### config.mk
export PLATFORM = sky130hd
export DESIGN_NAME = rop_blit_word
export DESIGN_NICKNAME = d
export VERILOG_FILES = /design/src/rtl/rbw_pkg.sv /design/src/rtl/rbw_regs.sv /design/src/rtl/rbw_shift.sv /design/src/rtl/rbw_merge.sv /design/src/rtl/rop_blit_word.sv
export SDC_FILE = /design/constraint.sdc
export NUM_CORES = 1
export LEC_CHECK = 0
export ABC_AREA = 1
export BUFFER_PORTS_ARGS = -buffer_cell sky130_fd_sc_hd__buf_2
export CORE_MARGIN = 8
export CORE_UTILIZATION = 40
export DETAILED_ROUTE_END_ITERATION = 8
export PLACE_DENSITY = 0.65
export SYNTH_ARGS = -nofsm -noshare
export SYNTH_HDL_FRONTEND = slang
export SYNTH_SLANG_ARGS = --single-unit
### constraint.sdc
create_clock -name clk -period 3.8 [get_ports clk]
set_input_delay 0.76 -clock clk [delete_from_list [all_inputs] [get_ports clk]]
set_output_delay 0.76 -clock clk [all_outputs]
set_load 0.01 [all_outputs]
### src/rtl/rbw_pkg.sv
package rbw_pkg;

    // Mode field values (control register 0, bits 7:5)
    localparam logic [2:0] MODE_VEC = 3'b010;
    localparam logic [2:0] MODE_BLT = 3'b100;
    localparam logic [2:0] MODE_NRM = 3'b111;

    // Register selects
    localparam logic [2:0] SEL_MASK = 3'd0;
    localparam logic [2:0] SEL_ROP  = 3'd1;
    localparam logic [2:0] SEL_CTL0 = 3'd2;
    localparam logic [2:0] SEL_CTL1 = 3'd3;
    localparam logic [2:0] SEL_CTL2 = 3'd4;
    localparam logic [2:0] SEL_CTL3 = 3'd5;

    // Source select codes
    localparam logic [1:0] SRC_ONES = 2'b00;
    localparam logic [1:0] SRC_REPL = 2'b01;

    localparam logic [7:0] CTL3_RESET_CMD = 8'h80;

    typedef enum logic [1:0] {
        PATH_HOST,
        PATH_VEC,
        PATH_BLT
    } src_path_e;

    // The four code bits are the truth table, indexed by {~s, ~d}
    function automatic logic rop_bit(input logic [3:0] code, input logic s, input logic d);
        logic [1:0] idx;
        idx = {~s, ~d};
        return code[idx];
    endfunction

endpackage

### src/rtl/rbw_regs.sv
module rbw_regs
    import rbw_pkg::*;
#(
    parameter int DW  = 16,
    parameter int SHW = 4,
    parameter int HIW = 2
) (
    input  logic            clk,
    input  logic            rst_n,
    input  logic            reg_wr,
    input  logic [2:0]      reg_sel,
    input  logic [DW-1:0]   reg_wdata,
    output logic [DW-1:0]   cfg_mask,
    output logic [3:0]      cfg_rop,
    output logic [2:0]      cfg_mode,
    output logic [SHW-1:0]  cfg_shift,
    output logic            cfg_rop_en,
    output logic [1:0]      cfg_src_sel,
    output logic            disp_on,
    output logic [HIW-1:0]  dst_hi
);

    typedef struct packed {
        logic [DW-1:0]  mask;
        logic [3:0]     rop;
        logic [2:0]     mode;
        logic [SHW-1:0] shift;
        logic           rop_en;
        logic           disp_gate;
        logic [1:0]     src_sel;
        logic           disp;
        logic [HIW-1:0] hi;
    } cfg_t;

    localparam cfg_t CFG_RST = '{
        mask:      '0,
        rop:       4'h0,
        mode:      MODE_NRM,
        shift:     '0,
        rop_en:    1'b0,
        disp_gate: 1'b0,
        src_sel:   2'b00,
        disp:      1'b0,
        hi:        '0
    };

    cfg_t cfg_d, cfg_q;

    always_comb begin
        cfg_d = cfg_q;
        if (reg_wr) begin
            case (reg_sel)
                SEL_MASK: cfg_d.mask = reg_wdata;
                // byte-swapped on the bus: stored low nibble is bus bits 11:8
                SEL_ROP:  cfg_d.rop = reg_wdata[11:8];
                SEL_CTL0: begin
                    cfg_d.mode  = reg_wdata[7:5];
                    cfg_d.shift = reg_wdata[SHW-1:0];
                end
                SEL_CTL1: begin
                    cfg_d.rop_en    = reg_wdata[4];
                    cfg_d.disp_gate = reg_wdata[0];
                end
                SEL_CTL2: cfg_d.src_sel = reg_wdata[7:6];
                SEL_CTL3: begin
                    if (reg_wdata[7:0] == CTL3_RESET_CMD) begin
                        cfg_d = CFG_RST;
                    end else begin
                        cfg_d.disp = reg_wdata[0];
                        cfg_d.hi   = reg_wdata[HIW:1];
                    end
                end
                default: ;
            endcase
        end
    end

    always_ff @(posedge clk or negedge rst_n) begin
        if (!rst_n) cfg_q <= CFG_RST;
        else        cfg_q <= cfg_d;
    end

    assign cfg_mask    = cfg_q.mask;
    assign cfg_rop     = cfg_q.rop;
    assign cfg_mode    = cfg_q.mode;
    assign cfg_shift   = cfg_q.shift;
    assign cfg_rop_en  = cfg_q.rop_en;
    assign cfg_src_sel = cfg_q.src_sel;
    assign disp_on     = cfg_q.disp & cfg_q.disp_gate;
    assign dst_hi      = cfg_q.hi;

endmodule

### src/rtl/rbw_shift.sv
module rbw_shift #(
    parameter int DW  = 16,
    parameter int SHW = 4
) (
    input  logic            clk,
    input  logic            rst_n,
    input  logic            src_rd,
    input  logic [DW-1:0]   src_data,
    input  logic [SHW-1:0]  shift,
    output logic [DW-1:0]   shifted
);

    localparam int CW = 2 * DW;

    typedef struct packed {
        logic [DW-1:0] prev;
        logic [DW-1:0] cur;
    } pipe_t;

    pipe_t pipe_d, pipe_q;

    always_comb begin
        pipe_d = pipe_q;
        if (src_rd) begin
            pipe_d.prev = pipe_q.cur;
            pipe_d.cur  = src_data;
        end
    end

    always_ff @(posedge clk or negedge rst_n) begin
        if (!rst_n) pipe_q <= '0;
        else        pipe_q <= pipe_d;
    end

    // Logarithmic funnel: stage k moves the window by 2**k when shift[k] is set
    logic [CW-1:0] stage [SHW+1];
    assign stage[0] = {pipe_q.prev, pipe_q.cur};

    for (genvar k = 0; k < SHW; k++) begin : g_stage
        assign stage[k+1] = shift[k] ? (stage[k] >> (1 << k)) : stage[k];
    end

    assign shifted = stage[SHW][DW-1:0];

endmodule

### src/rtl/rbw_merge.sv
module rbw_merge
    import rbw_pkg::*;
#(
    parameter int DW = 16
) (
    input  logic [2:0]    mode,
    input  logic [1:0]    src_sel,
    input  logic          rop_en,
    input  logic [3:0]    rop_code,
    input  logic [DW-1:0] mask,
    input  logic [DW-1:0] host_data,
    input  logic [DW-1:0] shifted,
    input  logic [DW-1:0] dst_data,
    output logic [DW-1:0] result
);

    src_path_e     path;
    logic [DW-1:0] src_vec;
    logic [DW-1:0] src_word;
    logic [DW-1:0] rop_word;
    logic [DW-1:0] func_word;

    always_comb begin
        case (mode)
            MODE_BLT: path = PATH_BLT;
            MODE_VEC: path = PATH_VEC;
            default:  path = PATH_HOST;
        endcase
    end

    always_comb begin
        case (src_sel)
            SRC_ONES: src_vec = '1;
            SRC_REPL: src_vec = {DW{host_data[0]}};
            default:  src_vec = host_data;
        endcase
    end

    always_comb begin
        case (path)
            PATH_BLT: src_word = shifted;
            PATH_VEC: src_word = src_vec;
            default:  src_word = host_data;
        endcase
    end

    for (genvar b = 0; b < DW; b++) begin : g_bit
        assign rop_word[b] = rop_bit(rop_code, src_word[b], dst_data[b]);
    end

    assign func_word = rop_en ? rop_word : src_word;

    always_comb begin
        if (path == PATH_HOST) result = host_data;
        else                   result = (func_word & mask) | (dst_data & ~mask);
    end

endmodule

### src/rtl/rop_blit_word.sv
module rop_blit_word
    import rbw_pkg::*;
#(
    parameter int DW  = 16,
    parameter int HIW = 2
) (
    input  logic            clk,
    input  logic            rst_n,
    input  logic            reg_wr,
    input  logic [2:0]      reg_sel,
    input  logic [DW-1:0]   reg_wdata,
    input  logic            src_rd,
    input  logic [DW-1:0]   src_data,
    input  logic            dst_wr,
    input  logic [DW-1:0]   host_data,
    input  logic [DW-1:0]   dst_data,
    output logic            wr_valid,
    output logic [DW-1:0]   wr_data,
    output logic            disp_on,
    output logic [HIW-1:0]  dst_hi
);

    localparam int SHW = $clog2(DW);

    logic [DW-1:0]  cfg_mask;
    logic [3:0]     cfg_rop;
    logic [2:0]     cfg_mode;
    logic [SHW-1:0] cfg_shift;
    logic           cfg_rop_en;
    logic [1:0]     cfg_src_sel;
    logic [DW-1:0]  shifted;
    logic [DW-1:0]  merged;

    rbw_regs #(.DW(DW), .SHW(SHW), .HIW(HIW)) u_regs (
        .clk         (clk),
        .rst_n       (rst_n),
        .reg_wr      (reg_wr),
        .reg_sel     (reg_sel),
        .reg_wdata   (reg_wdata),
        .cfg_mask    (cfg_mask),
        .cfg_rop     (cfg_rop),
        .cfg_mode    (cfg_mode),
        .cfg_shift   (cfg_shift),
        .cfg_rop_en  (cfg_rop_en),
        .cfg_src_sel (cfg_src_sel),
        .disp_on     (disp_on),
        .dst_hi      (dst_hi)
    );

    rbw_shift #(.DW(DW), .SHW(SHW)) u_shift (
        .clk      (clk),
        .rst_n    (rst_n),
        .src_rd   (src_rd),
        .src_data (src_data),
        .shift    (cfg_shift),
        .shifted  (shifted)
    );

    rbw_merge #(.DW(DW)) u_merge (
        .mode      (cfg_mode),
        .src_sel   (cfg_src_sel),
        .rop_en    (cfg_rop_en),
        .rop_code  (cfg_rop),
        .mask      (cfg_mask),
        .host_data (host_data),
        .shifted   (shifted),
        .dst_data  (dst_data),
        .result    (merged)
    );

    typedef struct packed {
        logic          valid;
        logic [DW-1:0] data;
    } out_t;

    out_t out_d, out_q;

    always_comb begin
        out_d.valid = dst_wr;
        out_d.data  = dst_wr ? merged : out_q.data;
    end

    always_ff @(posedge clk or negedge rst_n) begin
        if (!rst_n) out_q <= '0;
        else        out_q <= out_d;
    end

    assign wr_valid = out_q.valid;
    assign wr_data  = out_q.data;

endmodule

* Word-level counts from Yosys, hierarchy flattened
Index checks and enable logic that the tools add are counted.
** Word-level totals
- Flip-flop bits (word level) :: 82
- Bits in latches :: 0
- RAM bits :: 0
- ROM bits :: 0
- Output and inout port bits :: 20
- Memories kept :: 0
** Cells by class
- $add $sub $neg :: 0
- Multiply operators :: 0
- Div/mod/pow operators :: 0
- Magnitude comparators :: 16
- Equality and inequality tests :: 12
- Shifts and indexed selects :: 0
- Multiplexer cells :: 48
- Bitwise operators :: 37
- Reduce and logical (&&, ||, !) cells :: 14
** Operators with widths (number)
- case mux 16 bit (2 select lines) :: 3
- less-than comparator 2 x 3 -> 1 bit (second input constant) :: 16
- two-way mux 16 bit :: 3
- AND 16 bit :: 2
- binary-select mux 1 bit (select 2 bit) :: 16
- inverter 1 bit :: 32
- two-way mux 31 bit :: 1
- two-way mux 30 bit :: 1
- two-way mux 28 bit :: 1
- two-way mux 24 bit :: 1
- two-way mux 1 bit :: 16
- inverter 16 bit :: 1
- OR 16 bit :: 1
- AND reduction 3 bit :: 5
- case mux 7 bit (2 select lines) :: 1
- case mux 2 bit (2 select lines) :: 3
- nonzero test 2 bit :: 5
- == test 3 x 2 -> 1 bit (second input constant) :: 3
- == test 3 bit (second input constant) :: 3
- == test 8 bit (second input constant) :: 1
- case mux 4 bit (2 select lines) :: 1
- == test 2 x 1 -> 1 bit (second input constant) :: 2
- zero test 2 bit :: 2
- == test 3 x 1 -> 1 bit (second input constant) :: 1
- other kinds (6) :: 6

* Logic depth before layout (Yosys ltp)
Gate-level depths: netlist (run 1).
- Word-level depth :: 12
- Mapped depth :: 15
- Mapped depth without buffers :: 14

* By module
A second synthesis (run 1) with hierarchy kept.
** Unflattened totals
- Cells, all modules :: 990
- Area, all modules :: 6393.6 um^2
** Modules (own cells, without submodules)
- rbw_shift :: times used 1, cells an instance 373, area an instance 2264.7 um^2, sequential area each 775.7 um^2
- rbw_regs :: times used 1, cells an instance 231, area an instance 1771.7 um^2, sequential area each 854.6 um^2
- rbw_merge :: times used 1, cells an instance 317, area an instance 1687.9 um^2, sequential area each 0.0 um^2
- rop_blit_word :: times used 1, cells an instance 69, area an instance 669.4 um^2, sequential area each 425.4 um^2

* Worst setup path after synthesis (run 1)
Ideal clock, no wire load.
- Kind :: input -> register
- Start point :: in reg_wdata[5]
- End point :: reg u_regs.cfg_q (netlist bit u_regs.cfg_mask[10])
- Setup time :: 0.130 ns
- Arrival time :: 1.789 ns
- Path slack :: 1.881 ns
- Stages :: 7
- Path through :: nor2_1 > nand3b_1 > o41ai_2 > nand2_1 > buf_2 > nand2_1 > o21ai_0
** On the way
- Longest elaborated chain between the ends :: 3
** RTL lines
- start, declared :: line rop_blit_word.sv:11 : input logic [DW-1:0] reg_wdata,
- == test 8 bit :: line rbw_regs.sv:66 : if (reg_wdata[7:0] == CTL3_RESET_CMD) begin
- inequality test 2 x 1 -> 1 bit (no source line)
- AND reduction 3 bit (no source line)
- end signal, assigned :: line rbw_regs.sv:80 : else cfg_q <= cfg_d;
- end, declared :: line rbw_regs.sv:47 : cfg_t cfg_d, cfg_q;
Every way passes these cells.
A chain may end at the register's enable or synchronous reset.

* Worst setup path after layout (run 1)
- Start point :: reg u_regs.cfg_q (netlist bit u_regs.cfg_src_sel[1])
- End point :: reg out_q (netlist bit wr_data[9])
** On the way
- Longest elaborated chain between the ends :: 10
- Elaborated cells between the ends (all ways) :: 11
** RTL lines
- == test 2 x 1 -> 1 bit / zero test 2 bit (equally long branches) :: line rbw_merge.sv:32 : case (src_sel)
- case mux 16 bit (2 select lines) (*) :: line rbw_merge.sv:32
- case mux 16 bit (2 select lines) (*) :: line rbw_merge.sv:40 : case (path)
- inverter 1 bit :: line rbw_pkg.sv:31 : idx = {~s, ~d};
- binary-select mux 1 bit (select 2 bit) :: line rbw_pkg.sv:32 : return code[idx];
- two-way mux 1 bit (implied by the code) :: line rbw_pkg.sv:32
- two-way mux 16 bit (*) :: line rbw_merge.sv:51 : assign func_word = rop_en ? rop_word : src_word;
- AND 16 bit (*) :: line rbw_merge.sv:55 : else result = (func_word & mask) | (dst_data & ~mask);
- OR 16 bit (*) :: line rbw_merge.sv:55
- two-way mux 16 bit (*) :: line rbw_merge.sv:54 : if (path == PATH_HOST) result = host_data;
- end signal, assigned :: line rop_blit_word.sv:85 : else out_q <= out_d;
- end, declared :: line rop_blit_word.sv:76 : out_t out_d, out_q;
Every way passes the cells marked *; elsewhere a longest branch is shown, timed or not. The select of a mux whose other input is x is not followed.

==> results.toml, run 1 <==
[critical_path]
start_kind = "register"
slowest_stage = "a31oi_2"
worstPathArrival_ps = 2760
crit_buf_inv = 1
cp.required_ps = 4080
path_max_fanout = 17
path_class = "register to register"
slowest_delay_ps = 820
path_delay_family = "compound AO/OA/AOI/OAI gates"
path_cells = "clkinv_1, a31oi_2, o22ai_1, nand3_1, nand3_1, nand2_1, nand2_1, a21oi_1"
worstSetupEndpointType = "register"

[clock_tree]
root_buffer = "clkbuf_16"
htreeDepth = 3
numCtsBuffers = 9
cts_sinks = 82
post_cts.repair.setup_buffers = 0
cts_resized = 0
clk_latency_ps = 350
cts_tree = "built"
cts_hold_buf = 0
clk_pin_slew_ps = 70
clk_path_buf_depth = 2

[global_route]
use_met3_pct = 4.142
grt_antenna_before_repair = 2
grt_max_degree = 83
grt_usage_pct = 18.73
overflow = 0
met2_usage_pct = 25.77
grt-busiest-layer = "met1"
grt_pass1_vias = 5072
grt_pass1_wl_mm = 26.92
grt_util_met1_pct = 27.80

[synth]
synth_fp_nets = 914
synth_warnings = 0
ys_seq_elements = 82
yosysUniqueCellTypes = 27
synth_top_family_by_area = "simple AND/OR/NAND/NOR gates"
yosysTopAreaCellShare_pct = 35.81
ys_async_sr_fraction_pct = 100.0
synth-compound-area-share_pct = 17.32
synth.most_common_cell = "nand2_1"
synthAdderAreaFrac_pct = 0
synthCells = 842
synthSimpleGateAreaFrac_pct = 35.11
yosys.area.top_type = "dfrtp_1"
ys_top_cells_by_area = "dfrtp_1 (36%), nand2_1 (15%), nand3_1 (15%), o21ai_0 (9.2%), a21oi_1 (5.1%)"
synth.top_cells.by_count = "nand2_1 (227), nand3_1 (169), o21ai_0 (101), dfrtp_1 (79), inv_1 (67)"
synthesis.area_um2 = 5520
syn_avg_cell_area_um2 = 6.556
synthFlopType = "dfrtp_1"
synthXorXnorAreaFrac_pct = 0
synth_edf_count = 0
yosysSeqAreaShare_pct = 37.24
muxShareOfSynthArea_pct = 1.428

[placed_design]
hpwl_mm = 12.12
port_buffers = 91
place_inst = 1070
gp_congestion = 0.8873

[route]
wirelength_mm = 16.65
drtPass1Iterations = 5
drcViolationCount = 0
num_vias = 5649
wl_per_cell_um = 15.33
viasPerCell = 5.202
final_antenna_net_count = 0
drt_iter0_markers = 523

[floorplan]
design.core.area_um2 = 13670
die-area_um2 = 17820
start_util_pct = 40.40
fp.dieW_um = 133.5
io_pins = 92
num_rows = 43
dieHeight_um = 133.5

[timing]
finClkSkew_ps = 13.58
max_freq_mhz = 403.8
period_share_pct = 65.17
whs_ps = 489.4
period_minus_slack_ps = 2477
finalHoldViolations = 0
slew_headroom_pct = 31.05
finalSetupViolations = 0
rsz0062_at_grt = "false"
fin_setup_tns_ps = 0
maxSlewViolCount = 0
worst-slew-pin-transition_ps = 1034

[job]
maxCapViolations = 0

[power]
powerDensity_nw_per_um2 = 529.3
switching_power_w = 0.001365
worst_ir_drop_vdd_uv = 244.4
seqPwrFrac_pct = 35.0
swShare_pct = 40.81
intPower_w = 0.001981
p_comb_share_pct = 38.2
leakage_nw = 3.166
p_total_w = 0.003346
p_clk_share_pct = 26.8

[final_layout]
stdcell_count = 1086
diodes = 0
area_growth_pct = 14.53
drive_above_1_share_pct = 14.35
num-nets-final = 973

[min_path]
hp-class = "register to register"

[status]
outcome = "completed"
==> power groups by stage <==
| stage | Sequential, W | Clock [W] | Combinational, W |
|---|---|---|---|
| after detailed placement | 0.00118 | 0 | 0.00126 |
| final | 0.00117 | 0.000896 | 0.00128 |
| after CTS | 0.00117 | 0.000921 | 0.00127 |
| after floorplan | 0.00115 | 0 | 0.000942 |
| after global routing | 0.00119 | 0.000953 | 0.00145 |
| after global placement | 0.00118 | 0 | 0.00126 |
==> logic make-up after synthesis <==
logic type,after synthesis
AO/OA/AOI/OAI,179
buffers and inverters,121
flip-flops,82
multiplexers,7
AND/OR/NAND/NOR,453
==> registers in the layout (all words and copies together), names as in the netlist <==
register            cells
u_regs.cfg_mask        16
wr_valid                1
u_regs.dst_hi           2
wr_data                16
u_regs.cfg_q            2
u_shift.pipe_q         31
u_regs.cfg_src_sel      2
u_regs.cfg_rop          4
u_regs.cfg_rop_en       1
u_regs.cfg_mode         3
u_regs.cfg_shift        4
==> tightest hold or removal path, stage by stage (launching register included) <==
cell,delay (ps)
dfrtp_1,350
nand2_1,50
o21ai_0,60
==> per-layer routing <==
metal  wire [um]  share of wire, %
met1        8100                49
met3        1350               8.1
met2        6911                42
met4         274               1.6
met5          13             0.078
==> placed cells by master, fill, tap and decap left out, types with 2 or more instances in the layout <==
cell type / instances
inv_2: 4
dfstp_2: 3
inv_6: 2
buf_2: 90
clkbuf_16: 9
a211oi_1: 2
inv_1: 67
a21oi_1: 56
nor2_1: 52
clkinv_4: 3
nand2_1: 227
nand3_1: 169
o211ai_1: 2
o22ai_1: 14
o21ai_0: 101
buf_4: 5
mux2_2: 7
dfrtp_1: 79
clkinv_1: 3
==> layout make-up <==
cell class	count	area, um2
multi-input combinational	639	2973
clock buffer	10	229.0
inverter	74	277.8
sequential	82	2056
clock inverter	6	73.82
tap	180	225.2
timing repair buffer	95	488.0
fill	1463	7343
==> stage by stage <==
stage	worst slack, ps	instance area [um2]	utilization [%]
5_1_grt	1183	6322	46.26
3_3_place_gp	1270	6020	44.05
2_1_floorplan	1881	5520	-
3_5_place_dp	1251	6020	44.05
6_report	1323	6322	46.26
4_1_cts	1355	6322	46.26
==> final timing paths <==
check	startpoint	end	slack, ps	cells past startpoint
setup / recovery	u_regs.cfg_src_sel[1]	wr_data[9]	1320	8
hold / removal	u_regs.cfg_src_sel[1]	u_regs.cfg_src_sel[1]	490	2
setup reg to reg	u_regs.cfg_src_sel[1]	wr_data[9]	1320	8
hold reg to reg	u_regs.cfg_src_sel[1]	u_regs.cfg_src_sel[1]	490	2
max in group asynchronous	rst_n	u_shift.pipe_q[22]	2550	1
min in group asynchronous	rst_n	u_shift.pipe_q[13]	590	1
(Power assumes the default switching activity.)
==> run 2, diff against run 1 <==
--- a/config.mk
+++ b/config.mk
@@ -10,7 +10,7 @@
 export CORE_MARGIN = 8
 export CORE_UTILIZATION = 40
 export DETAILED_ROUTE_END_ITERATION = 8
-export PLACE_DENSITY = 0.65
+export PLACE_DENSITY = 0.67
 export SYNTH_ARGS = -nofsm -noshare
 export SYNTH_HDL_FRONTEND = slang
 export SYNTH_SLANG_ARGS = --single-unit
==> constraint.sdc (replaced) <==
create_clock -name clk -period 2.1 [get_ports clk]
set_input_delay 0.42 -clock clk [delete_from_list [all_inputs] [get_ports clk]]
set_output_delay 0.42 -clock clk [all_outputs]
set_load 0.01 [all_outputs]
==> run 2 against run 1 <==
Compared with the run above:
- worst hold slack lost 210 ps
- first-iteration DRC count shrank 6.7%
- utilization up 1.8 points
- register-to-register slack worse by 1100 ps
- cell count up 1.8%
- sequential share of layout area shrank 1.2 points
- critical endpoint is now wr_data[13]
- largest power group unchanged
- highest routed layer unchanged
==> results.toml, run 2 (synthesis gave the netlist of run 1 again) <==
[status]
outcome = "completed"

[critical_path]
path_cells = "nand3_1, nand2_4, buf_12, nor2_1, o22ai_1, nand3_1, nand3_1, nand2_1, a21oi_1, nor2_1"
cp.required_ps = 2340
slowest_stage = "dfstp_2"
start_kind = "register"
slowest_delay_ps = 530
worstPathArrival_ps = 2100
path_max_fanout = 21
cp_common_cell = "nand3_1"
worstSetupEndpointType = "register"
path_class = "register to register"

[timing]
slew_headroom_pct = 54.52
period_share_pct = 88.54
period_minus_slack_ps = 1859
maxSlewViolCount = 0
max_freq_mhz = 537.8
finalHoldViolations = 0
rsz0062_at_grt = "true"
finalSetupViolations = 0
worst-slew-pin-transition_ps = 682.2
finClkSkew_ps = 8.152

[job]
maxCapViolations = 0

[final_layout]
diodes = 0
area_growth_pct = 18.97
final_cell_mix = "nand2_1 (227), nand3_1 (169), o21ai_0 (101)"
regArea_um2 = 2056
stdcell_count = 1106
num-nets-final = 993
layout_commonest_cell = "nand2_1"
largest_reg_flops = 31
regMostFlops = "u_shift.pipe_q"
multi_input_area_um2 = 2978
drive_above_1_share_pct = 16.20
fill_cells = 1435

[route]
num_vias = 5824
drtPass1Iterations = 5
wl_per_cell_um = 15.84
drcViolationCount = 0
drt_iter0_markers = 488
viasPerCell = 5.266
wirelength_mm = 17.52
final_antenna_net_count = 0

[power]
worst_ir_drop_vdd_uv = 475.6
powerDensity_nw_per_um2 = 975.3
leakage_nw = 3.300
p_total_w = 0.006405

[clock_tree]
clk_pin_slew_ps = 60
htreeDepth = 3
clk_path_buf_depth = 2
cts_sinks = 82
post_cts.repair.setup_buffers = 0
clk_latency_ps = 350
root_buffer = "clkbuf_16"
cts_tree = "built"
numCtsBuffers = 9

[placed_design]
gp_congestion = 0.9348
place_inst = 1089
hpwl_mm = 13.10
port_buffers = 91

[global_route]
overflow = 0
grt_antenna_before_repair = 2
grt_usage_pct = 20.00
grt_max_degree = 49
grt_pass1_vias = 5445
grt_pass1_wl_mm = 28.64

[floorplan]
die-area_um2 = 17820
io_pins = 92
design.core.area_um2 = 13670
fp.dieW_um = 133.5
num_rows = 43
start_util_pct = 40.40
dieHeight_um = 133.5

[min_path]
hp-class = "input pin to register"
-- run 2: changes by cell type in the layout (fill, tap and decap cells not counted), sizes merged --
cell / delta
clkinv: -1
dlygate4sd3: +1
inv: -1
buf: +19
bufinv: +1
clkbuf: +1
-- run 2: routing by layer --
layer | vias to the layer above | global-route usage, % | share of wire [%]
met5 | - | 0 | 0.13
li1 | 2973 | - | -
met4 | 4 | 7.236 | 2.3
met2 | 184 | 28.34 | 42
met1 | 2633 | 28.14 | 49
met3 | 30 | 5.723 | 6.5
-- run 2: repair_timing --
| item | in CTS | in global routing |
|---|---|---|
| gates resized for setup | 0 | 3 |
| hold buffers | 1 | 0 |
| endpoints found under the setup margin | 0 | 9 |
| endpoints found under the hold margin | 11 | 0 |
-- run 2: critical path, delay by kind of cell, from the launching register on --
kind | cells | cell delay (ps)
buf+inv | 1 | 180
flops | 1 | 530
compound gates | 2 | 290
simple gates | 7 | 750
-- run 2: layout make-up --
class	instances	share of cell area, %
multi-input cells	639	45.34
flip-flops and latches	82	31.30
repair buffers	115	10.52
inverters	74	4.267
clock buffers	11	3.848
well taps	180	3.429
clock inverters	5	1.295
-- run 2: worst paths after layout --
check / startpoint / end / slack (ps) / cells past startpoint
worst max-delay path: u_regs.cfg_mode[2] / wr_data[13] / 240 / 10
worst min-delay path: src_data[5] / u_shift.pipe_q[5] / 280 / 3
worst max register to register: u_regs.cfg_mode[2] / wr_data[13] / 240 / 10
worst min register to register: u_regs.cfg_rop[2] / u_regs.cfg_rop[2] / 490 / 2
max in group asynchronous: rst_n / wr_data[6] / 1080 / 3
min in group asynchronous: rst_n / u_shift.pipe_q[21] / 460 / 2
-- run 2: power by group --
part	switching [W]	total (W)	leakage, nW	internal (W)
combinational	0.00159	0.00249	2.15	0.000898
clock	0.000680	0.00179	0.168	0.00112
sequential	0.000259	0.00212	0.982	0.00186
-- run 2: per-stage QoR --
stage | area (um2) | TNS (ps) | worst slack (ps) | hold slack, ps | utilization (%)
after global routing | 6568 | -0.5858 | -0.5858 | 287.8 | 48.06
after floorplan | 5520 | 0 | 441.7 | 124.4 | -
final | 6568 | 0 | 240.7 | 275.9 | 48.06
after global placement | 6212 | 0 | 186.1 | 280.7 | 45.46
after detailed placement | 6212 | 0 | 193.3 | 283.0 | 45.46
after CTS | 6560 | 0 | 181.7 | 273.7 | 48.00
